$ cat config.mk
export PLATFORM = sky130hd
export DESIGN_NAME = pix_unpack
export DESIGN_NICKNAME = d
export VERILOG_FILES = /design/src/rtl/pu_pkg.sv /design/src/rtl/pu_fmt_map.sv /design/src/rtl/pu_bytebuf.sv /design/src/rtl/pix_unpack.sv
export SDC_FILE = /design/constraint.sdc
export NUM_CORES = 1
export LEC_CHECK = 0
export ABC_AREA = 1
export BUFFER_PORTS_ARGS = -buffer_cell sky130_fd_sc_hd__buf_2
export CORE_MARGIN = 2
export CORE_UTILIZATION = 35
export CTS_CLUSTER_DIAMETER = 80
export DETAILED_ROUTE_END_ITERATION = 16
export GPL_ROUTABILITY_DRIVEN = 0
export GPL_TIMING_DRIVEN = 0
export PLACE_DENSITY_LB_ADDON = 0.08
export SLEW_MARGIN = 20
export SYNTH_ARGS = -nofsm -noshare
export SYNTH_HDL_FRONTEND = slang
export SYNTH_SLANG_ARGS = --single-unit
$ cat constraint.sdc
create_clock -name clk -period 4.7 [get_ports clk]
set_clock_uncertainty 0.1 [all_clocks]
set_input_delay 0.705 -clock clk [delete_from_list [all_inputs] [get_ports clk]]
set_output_delay 0.705 -clock clk [all_outputs]
set_load 0.1 [all_outputs]
$ cat src/rtl/pu_pkg.sv
package pu_pkg;

   typedef enum logic [2:0] {
      PF_RGB444   = 3'd0,
      PF_IRGB1555 = 3'd1,
      PF_RGB565   = 3'd2,
      PF_RGB888U  = 3'd3,
      PF_RGB888P  = 3'd4
   } pix_fmt_e;

   // Bytes of frame-buffer storage consumed by one pixel.
   function automatic logic [2:0] bytes_per_pix(input logic [2:0] fmt);
      case (fmt)
         PF_RGB888U: bytes_per_pix = 3'd4;
         PF_RGB888P: bytes_per_pix = 3'd3;
         default:    bytes_per_pix = 3'd2;
      endcase
   endfunction

endpackage

$ cat src/rtl/pu_fmt_map.sv
module pu_fmt_map
   import pu_pkg::*;
(
   input  logic [31:0] raw_i,
   input  logic [2:0]  fmt_i,
   input  logic        enh_i,
   input  logic        p18_i,
   output logic [23:0] pix_o
);

   logic [15:0] hw;
   logic [23:0] tc;

   assign hw = raw_i[15:0];
   assign tc = raw_i[23:0];

   always_comb begin
      case (fmt_i)
         PF_RGB444: begin
            if (p18_i)
               pix_o = {6'd0, hw[11:8], hw[11:10], hw[7:4], hw[7:6], hw[3:0], hw[3:2]};
            else
               pix_o = {hw[11:8], hw[11:8], hw[7:4], hw[7:4], hw[3:0], hw[3:0]};
         end
         PF_IRGB1555: begin
            if (p18_i)
               pix_o = {6'd0, hw[14:10], hw[15], hw[9:5], hw[15], hw[4:0], hw[15]};
            else
               pix_o = {hw[14:10], hw[14:13], hw[15],
                        hw[9:5],   hw[9:8],   hw[15],
                        hw[4:0],   hw[4:3],   hw[15]};
         end
         PF_RGB888U, PF_RGB888P: begin
            if (p18_i)
               pix_o = {6'd0, tc[23:18], tc[15:10], tc[7:2]};
            else
               pix_o = tc;
         end
         default: begin
            if (p18_i)
               pix_o = {6'd0, hw[15:11], enh_i & hw[15], hw[10:5], hw[4:0], enh_i & hw[4]};
            else
               pix_o = {hw[15:11], hw[15:13], hw[10:5], hw[10:9], hw[4:0], hw[4:2]};
         end
      endcase
   end

endmodule

$ cat src/rtl/pu_bytebuf.sv
module pu_bytebuf #(
   parameter  int WORD_BYTES = 4,
   localparam int BUF_BYTES  = 2 * WORD_BYTES - 1,
   localparam int BUF_W      = 8 * BUF_BYTES,
   localparam int CNT_W      = $clog2(BUF_BYTES + 1)
) (
   input  logic                    clk,
   input  logic                    rst_n,
   input  logic                    clr_i,
   input  logic                    pop_i,
   input  logic [CNT_W-1:0]        pop_bytes_i,
   input  logic                    push_i,
   input  logic [8*WORD_BYTES-1:0] word_i,
   output logic [8*WORD_BYTES-1:0] head_o,
   output logic [CNT_W-1:0]        cnt_o,
   output logic [CNT_W-1:0]        after_o
);

   if (WORD_BYTES < 2) begin : g_bad_word
      $error("pu_bytebuf: WORD_BYTES must be at least 2");
   end

   logic [BUF_W-1:0] hold_q;
   logic [BUF_W-1:0] shifted;
   logic [BUF_W-1:0] inserted;
   logic [CNT_W-1:0] cnt_q;

   assign after_o  = pop_i ? cnt_q - pop_bytes_i : cnt_q;
   assign shifted  = pop_i ? (hold_q >> {pop_bytes_i, 3'b000}) : hold_q;
   assign inserted = {{(BUF_W - 8*WORD_BYTES){1'b0}}, word_i} << {after_o, 3'b000};
   assign head_o   = hold_q[8*WORD_BYTES-1:0];
   assign cnt_o    = cnt_q;

   always_ff @(posedge clk or negedge rst_n) begin
      if (!rst_n) begin
         hold_q <= '0;
         cnt_q  <= '0;
      end else if (clr_i) begin
         hold_q <= '0;
         cnt_q  <= '0;
      end else begin
         hold_q <= push_i ? (shifted | inserted) : shifted;
         cnt_q  <= push_i ? after_o + CNT_W'(WORD_BYTES) : after_o;
      end
   end

   AST_NO_OVERFLOW: assert property (@(posedge clk) disable iff (!rst_n)
      (push_i && !clr_i) |-> (after_o <= CNT_W'(BUF_BYTES - WORD_BYTES))) else $error("buffer overflow");
   AST_POP_WHOLE: assert property (@(posedge clk) disable iff (!rst_n)
      pop_i |-> (cnt_q >= pop_bytes_i)) else $error("partial pixel popped");

endmodule

$ cat src/rtl/pix_unpack.sv
module pix_unpack
   import pu_pkg::*;
#(
   parameter  int MAX_LINE   = 1024,
   localparam int WORD_BYTES = 4,
   localparam int LEN_W      = $clog2(MAX_LINE + 1),
   localparam int CNT_W      = $clog2(2 * WORD_BYTES)
) (
   input  logic             clk,
   input  logic             rst_n,
   input  logic             sol,
   input  logic [2:0]       fmt_in,
   input  logic             enh_in,
   input  logic             p18_in,
   input  logic [LEN_W-1:0] line_len,
   input  logic             in_valid,
   output logic             in_ready,
   input  logic [31:0]      in_data,
   output logic             out_valid,
   input  logic             out_ready,
   output logic [23:0]      out_pix
);

   if (MAX_LINE < 1) begin : g_bad_len
      $error("pix_unpack: MAX_LINE must be positive");
   end

   logic             act_q;
   logic [LEN_W-1:0] left_q;
   logic [2:0]       fmt_q;
   logic             enh_q;
   logic             p18_q;

   logic [CNT_W-1:0] bpp;
   logic [CNT_W-1:0] cnt;
   logic [CNT_W-1:0] after;
   logic [31:0]      head;
   logic             pop;
   logic             push;
   logic             last;

   assign bpp       = CNT_W'(bytes_per_pix(fmt_q));
   assign last      = (left_q == LEN_W'(1));
   assign out_valid = act_q && !sol && (cnt >= bpp);
   assign pop       = out_valid && out_ready;
   assign in_ready  = act_q && !sol && !(pop && last) && (after < bpp);
   assign push      = in_valid && in_ready;

   always_ff @(posedge clk or negedge rst_n) begin
      if (!rst_n) begin
         act_q  <= 1'b0;
         left_q <= '0;
         fmt_q  <= PF_RGB565;
         enh_q  <= 1'b0;
         p18_q  <= 1'b0;
      end else if (sol) begin
         fmt_q  <= fmt_in;
         enh_q  <= enh_in;
         p18_q  <= p18_in;
         left_q <= (line_len > LEN_W'(MAX_LINE)) ? LEN_W'(MAX_LINE) : line_len;
         act_q  <= (line_len != '0);
      end else if (pop) begin
         left_q <= left_q - LEN_W'(1);
         if (last) act_q <= 1'b0;
      end
   end

   pu_bytebuf #(.WORD_BYTES(WORD_BYTES)) u_buf (
      .clk        (clk),
      .rst_n      (rst_n),
      .clr_i      (sol || (pop && last)),
      .pop_i      (pop),
      .pop_bytes_i(bpp),
      .push_i     (push),
      .word_i     (in_data),
      .head_o     (head),
      .cnt_o      (cnt),
      .after_o    (after)
   );

   pu_fmt_map u_map (
      .raw_i(head),
      .fmt_i(fmt_q),
      .enh_i(enh_q),
      .p18_i(p18_q),
      .pix_o(out_pix)
   );

   AST_STALL_HOLD: assert property (@(posedge clk) disable iff (!rst_n)
      (out_valid && !out_ready) |=> (sol || (out_valid && $stable(out_pix)))) else $error("stalled pixel changed");
   AST_LINE_END: assert property (@(posedge clk) disable iff (!rst_n)
      (pop && last) |=> (sol || (!out_valid && !in_ready))) else $error("activity after line end");
   AST_SOL_EMPTY: assert property (@(posedge clk) disable iff (!rst_n)
      sol |=> !out_valid) else $error("pixel right after strobe");
   AST_CFG_HOLD: assert property (@(posedge clk) disable iff (!rst_n)
      !sol |=> ($stable(fmt_q) && $stable(p18_q) && $stable(enh_q))) else $error("config moved mid-line");
   AST_ZERO_LEN: assert property (@(posedge clk) disable iff (!rst_n)
      (sol && line_len == '0) |=> (!in_ready && !out_valid)) else $error("zero line not idle");

endmodule

==> qor.csv, run 1 <==
metric,value,unit
outcome,"finished, final reports clean",
vias,7730,
rr_startpoint,fmt_q[1],
drt-total-wl,27200,um
grt_max_degree,49,
hold_viol_final,0,
portBuffers,77,
hp-class,input pin to async pin,
multi_input_area,4170,sq um
powerDensity,341,nW/um^2
slew_headroom,0.363,
rsz0062_at_grt,false,
p_leak,3.95,nW
clock_latency,0.35,ns
ys_warn_count,0,
cts_tree,built,
rows,50,
drive_above_1_share,0.135,
overflow,0,
fillers,2126,
clock-sinks,76,
synth_area_per_cell,6.23,sq um
synth_flop_cell,dfrtp_1,
cp.arrival,3.63,ns
critPathKind,flop to output port,
whs,0.203,ns
grt_first_pass_wirelength,41600,um
start_util,0.359,
postCtsSetupRepairBufs,0,
slew_viol_final,0,
power.total,2.68,mW
hold_buffers,0,
yosysSeqAreaShare,0.282,
htree_levels,3,
fin_tns_setup,0,ns
synth_edf_count,0,
layout.nets,1232,
post-place-ws,-0.0443,ns
syn_inst,1084,
worst_setup_path_start_kind,flop,
ys_ff_latch,76,
finalCriticalPeriod,4.44,ns
antenna_found_initial,1,
dp_hpwl,21700,um
syn_area,6760,sq um
clock_path_buffers,2,
wire_per_inst,18.9,um
ios,79,
die_h,143,um
r2r_end,u_buf.hold_q[18],
maxCapViolations,0,
power.ir.vdd_worst,173,uV
drc,0,
synth_top_area_share,0.278,
root_buffer,clkbuf_16,
fmax,225,MHz
required,3.89,ns
synthToLayoutAreaGrowth,16.4,%
fin_ws,0.262,ns
core_area,18800,sq um
ys_top_cells_by_area,"dfrtp_1 28%, nand2_1 19%, nand3_1 8.8%",
clk_pin_slew,0.07,ns
drt-initial-drc-count,689,
reg2reg_setup_slack,0.59,ns
antenna_left,0,
synth_top_area_cell,dfrtp_1,
tightest_slew,0.948,ns
path_max_fanout,10,
dr.pass1.iters,8,
dieWidth,143,um
grt_usage,0.270,
ys_async_sr_fraction,1.00,
drt-vias-per-instance,5.37,
synth_nets,1143,
r2r_cells,20,
finalCritPeriodShare,0.944,
yosysUniqueCellTypes,44,
die_area,20400,sq um
numCtsBuffers,9,
final-setup-viol-count,0,
register_area,1900,sq um
grt_pass1_vias,7139,
end_kind,output port,
[registers in the layout (all words and copies together) (netlist names)]
name          cells
u_buf.hold_q     56
fmt_q             3
u_buf.cnt_o       3
left_q           11
act_q             1
enh_q             1
p18_q             1
[Yosys cell counts (7+ instances only)]
library cell and count:
a21oi_1 50, buf_2 18, buf_4 8, clkbuf_1 35, dfrtp_1 75, inv_1 88, mux2i_1 16, nand2_1 340
nand3_1 119, nand4_1 7, nor2_1 116, o2111ai_1 8, o211ai_1 36, o21ai_0 84
[layer usage]
metal,vias up,global-route usage,share of wire
met3,44,0.0345,0.057
met5,-,0,0
met4,0,0.0761,0.024
met1,3630,0.379,0.46
met2,288,0.435,0.46
li1,3768,-,-
[how the worst max path moves through the flow]
| stage | from | to | slack (ns) | cells past startpoint |
|---|---|---|---|---|
| 5_1_grt | fmt_q[1] | in_ready | 0.05 | 18 |
| 3_5_place_dp | fmt_q[1] | in_ready | -0.04 | 18 |
| 2_1_floorplan | fmt_q[1] | in_ready | -0.42 | 15 |
| 3_3_place_gp | fmt_q[1] | in_ready | -0.06 | 18 |
| 6_report | fmt_q[1] | in_ready | 0.26 | 18 |
| 4_1_cts | fmt_q[1] | in_ready | 0.02 | 18 |
[cells by family (layout without fill, tap and decap cells)]
group / after synthesis / count (layout) / synth area share
flops: 76 / 76 / 0.282
other cells: 0 / 1 / 0
compound gates: 203 / 203 / 0.178
xor+xnor: 5 / 5 / 0.00648
mux: 16 / 16 / 0.0237
simple gates: 616 / 616 / 0.395
buf+inv: 162 / 256 / 0.104
fa+ha+maj: 6 / 6 / 0.0111
[where the power goes]
part	internal [mW]	switching, mW	total [mW]
registers	0.710	0.0548	0.764
logic	0.284	0.848	1.13
clock network	0.486	0.303	0.788
total	1.48	1.21	2.68
[placed cells by master, fill, tap and decap left out, types with 7 or more instances in the layout]
master / netlist / layout
nor2_1: 116 / 116
nand2_1: 340 / 339
buf_4: 8 / 10
o2111ai_1: 8 / 8
inv_1: 88 / 88
buf_6: 6 / 7
nand3_1: 119 / 119
buf_2: 18 / 93
o21ai_0: 84 / 84
nand4_1: 7 / 7
mux2i_1: 16 / 16
a21oi_1: 50 / 50
clkbuf_1: 35 / 34
dfrtp_1: 75 / 75
clkbuf_16: 0 / 9
o211ai_1: 36 / 36
[critical path: stages (launching register included)]
cell,delay (ns)
dfstp_2,0.60
nor2_1,0.11
nand2_4,0.16
inv_4,0.08
ha_1,0.33
inv_1,0.09
a21oi_1,0.16
nand3_2,0.14
nand2_4,0.14
nand3_4,0.12
buf_6,0.19
nand2_2,0.08
nand2_4,0.12
buf_2,0.21
ha_1,0.30
nand3_1,0.12
nand2_1,0.06
inv_1,0.06
buf_6,0.22
[final cells by class]
class	count	area share
Antenna cell	1	0.000318
Buffer	69	0.0458
Clock buffer	10	0.0304
Clock inverter	6	0.0121
Inverter	93	0.0447
Multi-Input combinational cell	846	0.530
Sequential cell	76	0.242
Tap cell	260	0.0414
Timing Repair Buffer	78	0.0536
[through the flow]
stage / utilization / cell area [sq um] / cells
floorplan: - / 6760 / 1084
global placement: 0.397 / 7470 / 1421
detailed placement: 0.398 / 7500 / 1422
CTS: 0.417 / 7850 / 1438
global route: 0.418 / 7860 / 1438
finish: 0.418 / 7870 / 1439
[what timing repair did]
item | 4_1_cts | 5_1_grt
gates resized for setup | 5 | 5
endpoints found under the hold margin | 0 | 0
setup endpoints to repair | 1 | 1
Power figures use the tool's default switching activity.
==> run 2: changes to the inputs <==
--- a/config.mk
+++ b/config.mk
@@ -7,9 +7,12 @@
 export LEC_CHECK = 0
 export ABC_AREA = 1
 export BUFFER_PORTS_ARGS = -buffer_cell sky130_fd_sc_hd__buf_2
+export CELL_PAD_IN_SITES_DETAIL_PLACEMENT = 0
+export CELL_PAD_IN_SITES_GLOBAL_PLACEMENT = 1
 export CORE_MARGIN = 2
 export CORE_UTILIZATION = 35
 export CTS_CLUSTER_DIAMETER = 80
+export CTS_CLUSTER_SIZE = 20
 export DETAILED_ROUTE_END_ITERATION = 16
 export GPL_ROUTABILITY_DRIVEN = 0
 export GPL_TIMING_DRIVEN = 0
==> constraint.sdc (replaced) <==
create_clock -name clk -period 4.25 [get_ports clk]
set_clock_uncertainty 0.1 [all_clocks]
set_input_delay 0.6375 -clock clk [delete_from_list [all_inputs] [get_ports clk]]
set_output_delay 0.6375 -clock clk [all_outputs]
set_load 0.1 [all_outputs]
==> run 2 against run 1 <==
Worst setup slack lost 0.10 ns; routed wire length grew 1.7%; utilization grew 0.41 points; critical endpoint unchanged.
==> qor.csv, run 2 (synthesis gave the netlist of run 1 again) <==
metric,value,unit
top_register,u_buf.hold_q,
grt_usage,0.276,
grt_pass1_vias,7315,
power.total,2.95,mW
final-setup-viol-count,0,
clock_latency,0.35,ns
layout.nets,1235,
root_buffer,clkbuf_16,
whs,0.0750,ns
clk_pin_slew,0.07,ns
numCtsBuffers,9,
place_area,7520,sq um
vias,7752,
antenna_left,0,
dr.pass1.iters,5,
dp_hpwl,21900,um
core_area,18800,sq um
hold_viol_final,0,
worst_setup_path_start_kind,flop,
drt-vias-per-instance,5.38,
path_max_fanout,16,
drive_above_1_share,0.139,
drc,0,
required,3.51,ns
wire_per_inst,19.2,um
dieWidth,143,um
maxCapViolations,0,
die_area,20400,sq um
power.ir.vdd_worst,195,uV
layout_commonest_cell,nand2_1,
synthToLayoutAreaGrowth,17.5,%
clock_path_buffers,2,
start_util,0.359,
rows,50,
finalCriticalPeriod,4.09,ns
design_area,7940,sq um
grt_first_pass_wirelength,42600,um
portBuffers,77,
drt-initial-drc-count,678,
final_util,0.422,
reg2reg_setup_slack,0.56,ns
mostFrequentLayoutCells,"339 x nand2_1, 119 x nand3_1, 116 x nor2_1, 92 x buf_2, 88 x inv_1",
clock-sinks,76,
cts_tree,built,
ios,79,
htree_levels,3,
critical_path.startpoint,fmt_q[1],
powerDensity,372,nW/um^2
die_h,143,um
drt-total-wl,27600,um
grt_max_degree,56,
hold_buffers,0,
slew_headroom,0.378,
outcome,"finished, final reports clean",
cp.arrival,3.35,ns
antenna_found_initial,0,
end_kind,output port,
r2r_end,u_buf.hold_q[20],
rsz0062_at_grt,false,
slew_viol_final,0,
p_leak,3.97,nW
r2r_cells,19,
largest_reg_flops,56,
largestRegisters,"u_buf.hold_q x56, left_q x11",
critPathKind,flop to output port,
tightest_slew,0.925,ns
hp-class,input pin to async pin,
overflow,0,
fmax,244,MHz
rr_startpoint,fmt_q[1],
diodes,0,
finalCritPeriodShare,0.962,
-- run 2: cell count changes in the layout (fill, tap and decap cells not counted), moves of 2 or more --
cell | before | now
buf_4 | 10 | 13
buf_12 | 0 | 2
buf_6 | 7 | 5
inv_6 | 2 | 0
nand2_4 | 6 | 4
-- run 2: per-layer routing --
metal / wire, um / vias up / part of all wire / track usage
li1: - / 3769 / - / -
met1: 12300 / 3653 / 0.45 / 0.377
met2: 12900 / 292 / 0.47 / 0.453
met3: 1800 / 38 / 0.065 / 0.0412
met4: 619 / 0 / 0.022 / 0.0750
met5: 0 / - / 0 / 0
-- run 2: worst max path at each step --
stage	end	slack [ns]	cells past startpoint
2_1_floorplan	in_ready	-0.48	15
3_3_place_gp	in_ready	-0.48	18
3_5_place_dp	in_ready	-0.48	18
4_1_cts	in_ready	0.04	17
5_1_grt	in_ready	0.01	17
6_report	in_ready	0.16	17
-- run 2: per-stage QoR --
stage	setup slack (ns)	instances	TNS [ns]
floorplan	-0.484	1084	-0.484
global placement	-0.479	1421	-9.63
detailed placement	-0.483	1422	-9.82
CTS	0.0355	1438	0
global route	0.0128	1440	0
finish	0.160	1440	0
-- run 2: area by class of cell --
type                    instances  area (sq um)
plain buffers                  68           382
clock buffers                   9           225
clock inverters                 6          90.1
fillers                      2141         10900
inverters                      93           354
multi-input cells             846          4200
flip-flops and latches         76          1900
well taps                     260           325
repair buffers                 82           460
-- run 2: where the power goes --
group	internal [mW]	switching, mW
Combinational	0.327	0.942
Clock	0.512	0.329
Sequential	0.785	0.0594
Total	1.62	1.33
-- run 2: repair_timing --
| action | in CTS | in global routing |
|---|---|---|
| cloned | 0 | 0 |
| resized for setup | 13 | 4 |
| endpoints found under the setup margin | 56 | 1 |
| buffers inserted | 2 | 2 |
| pin swaps | 2 | 2 |
-- run 2: worst max-delay path, stage by stage (launching register included) --
cell and delay [ns]:
dfstp_2 0.60, nor2_1 0.09, nand2_2 0.13, clkinv_4 0.10, ha_4 0.29, inv_1 0.07
a21oi_2 0.12, nand3_2 0.10, nand2_4 0.12, nand3_4 0.12, buf_12 0.19, nand2_2 0.10
nand2_8 0.13, ha_1 0.32, nand3_1 0.11, nand2_1 0.08, inv_1 0.12, buf_12 0.19
==> run 3: changes to the inputs <==
--- a/config.mk
+++ b/config.mk
@@ -5,7 +5,6 @@
 export SDC_FILE = /design/constraint.sdc
 export NUM_CORES = 1
 export LEC_CHECK = 0
-export ABC_AREA = 1
 export BUFFER_PORTS_ARGS = -buffer_cell sky130_fd_sc_hd__buf_2
 export CELL_PAD_IN_SITES_DETAIL_PLACEMENT = 0
 export CELL_PAD_IN_SITES_GLOBAL_PLACEMENT = 1
==> run 3 against run 2 <==
Routed wire length fell by 4.9%; power rose by 8.0%; largest cell class unchanged; non-clock buffer count up 18; clock power up 0.8%; largest power group unchanged; sequential share of layout area increased by 0.40 points; worst setup slack got worse by 0.014 ns; synthesized cell count down 25%; sequential power is 10% higher.
==> qor.csv, run 3 <==
metric,value,unit
outcome,"finished, final reports clean",
hold_viol_final,0,
critPathBufInv,5,
yosysUniqueCellTypes,68,
ys_async_sr_fraction,1.00,
clock_latency,0.34,ns
slew_viol_final,0,
muxShareOfSynthArea,0.0924,
drt-initial-drc-count,663,
fin_ws,0.146,ns
vias,7158,
grt_max_degree,44,
crit_chain,buf_4 > nor2_4 > nand2_4 > inv_8 > ha_4 > nand2b_1 > maj3_2 > o2111ai_4 > o221ai_4 > inv_2 > buf_8 > ha_4 > o31ai_2 > o211a_4 > buf_12,
start_util,0.358,
synth_flop_cell,dfrtp_1,
antenna_found_initial,0,
layout_commonest_cell,a21oi_1,
root_buffer,clkbuf_16,
synth_top_family_by_area,compound AO/OA/AOI/OAI gates,
cp.arrival,3.37,ns
path_depth,15,
clock-sinks,76,
clock_path_buffers,2,
dieWidth,140,um
antenna_left,0,
yosysMostFrequentCell,a21oi_1,
final-setup-viol-count,0,
dr.pass1.iters,7,
diodes,0,
overflow,0,
synth_area_per_cell,7.90,sq um
layout.nets,979,
maxCapViolations,0,
ys_warn_count,0,
critPathKind,flop to output port,
slew_headroom,0.346,
drt-total-wl,26300,um
wire_per_inst,22.8,um
power.ir.vdd_worst,284,uV
drive_above_1_share,0.187,
yosys.area_share.adder,0.0151,
crit_top_cell,ha_4,
path_max_fanout,16,
die_h,140,um
largestRegisters,"u_buf.hold_q x56, left_q x11",
fillers,1879,
largest_reg_flops,56,
finalCriticalPeriod,4.10,ns
clk_pin_slew,0.06,ns
synthToLayoutAreaGrowth,20.9,%
fmax,244,MHz
slowest_stage,maj3_2,
final_util,0.433,
rows,49,
yosysSeqAreaShare,0.295,
reg2reg_setup_slack,0.38,ns
numCtsBuffers,9,
crit_family,adder cells,
hp-class,input pin to async pin,
worst_setup_path_start_kind,flop,
dp_hpwl,20400,um
finalCritPeriodShare,0.966,
synth_top_area_cell,dfrtp_1,
r2r_end,u_buf.hold_q[51],
portBuffers,76,
syn_inst,818,
ios,79,
syn_area,6460,sq um
critical_path.startpoint,fmt_q[0],
synth_edf_count,0,
grt_pass1_vias,6984,
drc,0,
synth-xor-area-share,0.00949,
ys_ff_latch,76,
end_kind,output port,
synth_compound_area_frac,0.343,
synth_top_area_share,0.291,
grt_usage,0.270,
grt_first_pass_wirelength,41200,um
synthSimpleGateAreaFrac,0.185,
r2r_cells,17,
synth_nets,877,
p_leak,3.26,nW
max_stage_delay,0.37,ns
tightest_slew,0.968,ns
mostFrequentLayoutCells,"113 x a21oi_1, 87 x buf_2, 80 x nand2_1, 75 x dfrtp_1, 46 x clkbuf_1",
yosys-top-cells-count,"113 x a21oi_1, 82 x nand2_1, 75 x dfrtp_1",
powerDensity,409,nW/um^2
drt-vias-per-instance,6.20,
rr_startpoint,fmt_q[0],
die_area,19600,sq um
top_register,u_buf.hold_q,
post-place-ws,-1.18,ns
crit_end,in_ready,
htree_levels,3,
ys_top_cells_by_area,"dfrtp_1 29%, a21oi_1 8.8%, mux2i_1 7.0%",
required,3.51,ns
core_area,18000,sq um
cts_tree,built,
## run 3: cell types whose count changed after synthesis, sizes merged, moves of 11 or more
cell,change
a211oi,+19
o22ai,+23
clkbuf,+15
inv,-72
o211a,+11
a21oi,+63
mux2i,+29
nor3,+21
nand3,-84
o21ai,-44
nand2,-266
nor2,-83
and3,+22
## run 3: power by group
| part | switching, mW | leakage, nW | internal [mW] |
|---|---|---|---|
| Combinational | 1.00 | 2.09 | 0.411 |
| Clock | 0.316 | 0.156 | 0.533 |
| Sequential | 0.120 | 1.01 | 0.811 |
## run 3: area by class of cell
class / instances / area, sq um / share of cell area
multi-input combinational: 646 / 4290 / 0.549
sequential: 76 / 1900 / 0.244
timing repair buffer: 95 / 566 / 0.0724
buffer: 73 / 354 / 0.0453
tap: 229 / 287 / 0.0367
clock buffer: 11 / 243 / 0.0311
clock inverter: 5 / 85.1 / 0.0109
inverter: 19 / 82.6 / 0.0106
## run 3: through the flow
stage	setup TNS [ns]	total power, mW	instance area [sq um]	hold slack [ns]	cells
after floorplan	-0.0978	1.89	6480	0.242	818
after global placement	-49.74	2.23	7150	0.410	1123
after detailed placement	-52.75	2.25	7170	0.423	1124
after CTS	0	3.17	7730	0.162	1147
after global routing	-0.0152	3.35	7810	0.182	1154
final	0	3.19	7810	0.144	1154
## run 3: metal layers
metal,vias to the layer above,share of wire,GRT usage
li1,3309,-,-
met1,3457,0.45,0.375
met3,63,0.058,0.0303
met5,-,0,0
met2,329,0.46,0.434
met4,0,0.029,0.0995
## run 3: worst register-to-register path, cell delays in order (launching register included)
cell,delay [ns]
dfrtp_1,0.36
buf_4,0.17
nor2_4,0.14
nand2_4,0.10
inv_8,0.15
ha_4,0.24
nand2b_1,0.15
maj3_2,0.37
o2111ai_4,0.26
o221ai_4,0.16
inv_2,0.10
buf_8,0.11
ha_4,0.22
o31ai_2,0.10
o211a_1,0.31
buf_2,0.27
nand2_1,0.22
o211ai_1,0.27
## run 3: worst min path at each step
stage                                 to  slack, ns
after floorplan                    act_q       0.24
after global placement         left_q[6]       0.41
after detailed placement       left_q[6]       0.42
after CTS                 u_buf.cnt_o[1]       0.16
after global routing      u_buf.cnt_o[1]       0.18
final                     u_buf.cnt_o[1]       0.14
## run 3: logic make-up after synthesis
family / count (synthesis)
AO/OA/AOI/OAI: 328
AND/OR/NAND/NOR: 248
buffers and inverters: 96
flip-flops: 76
multiplexers: 55
adder cells (fa/ha/maj): 8
XOR/XNOR: 7
## run 3: what timing repair did
item | 4_1_cts | 5_1_grt
setup buffers | 9 | 9
hold buffers | 0 | 0
gates resized for setup | 38 | 14
pin swaps | 7 | 5
setup endpoints to repair | 62 | 37
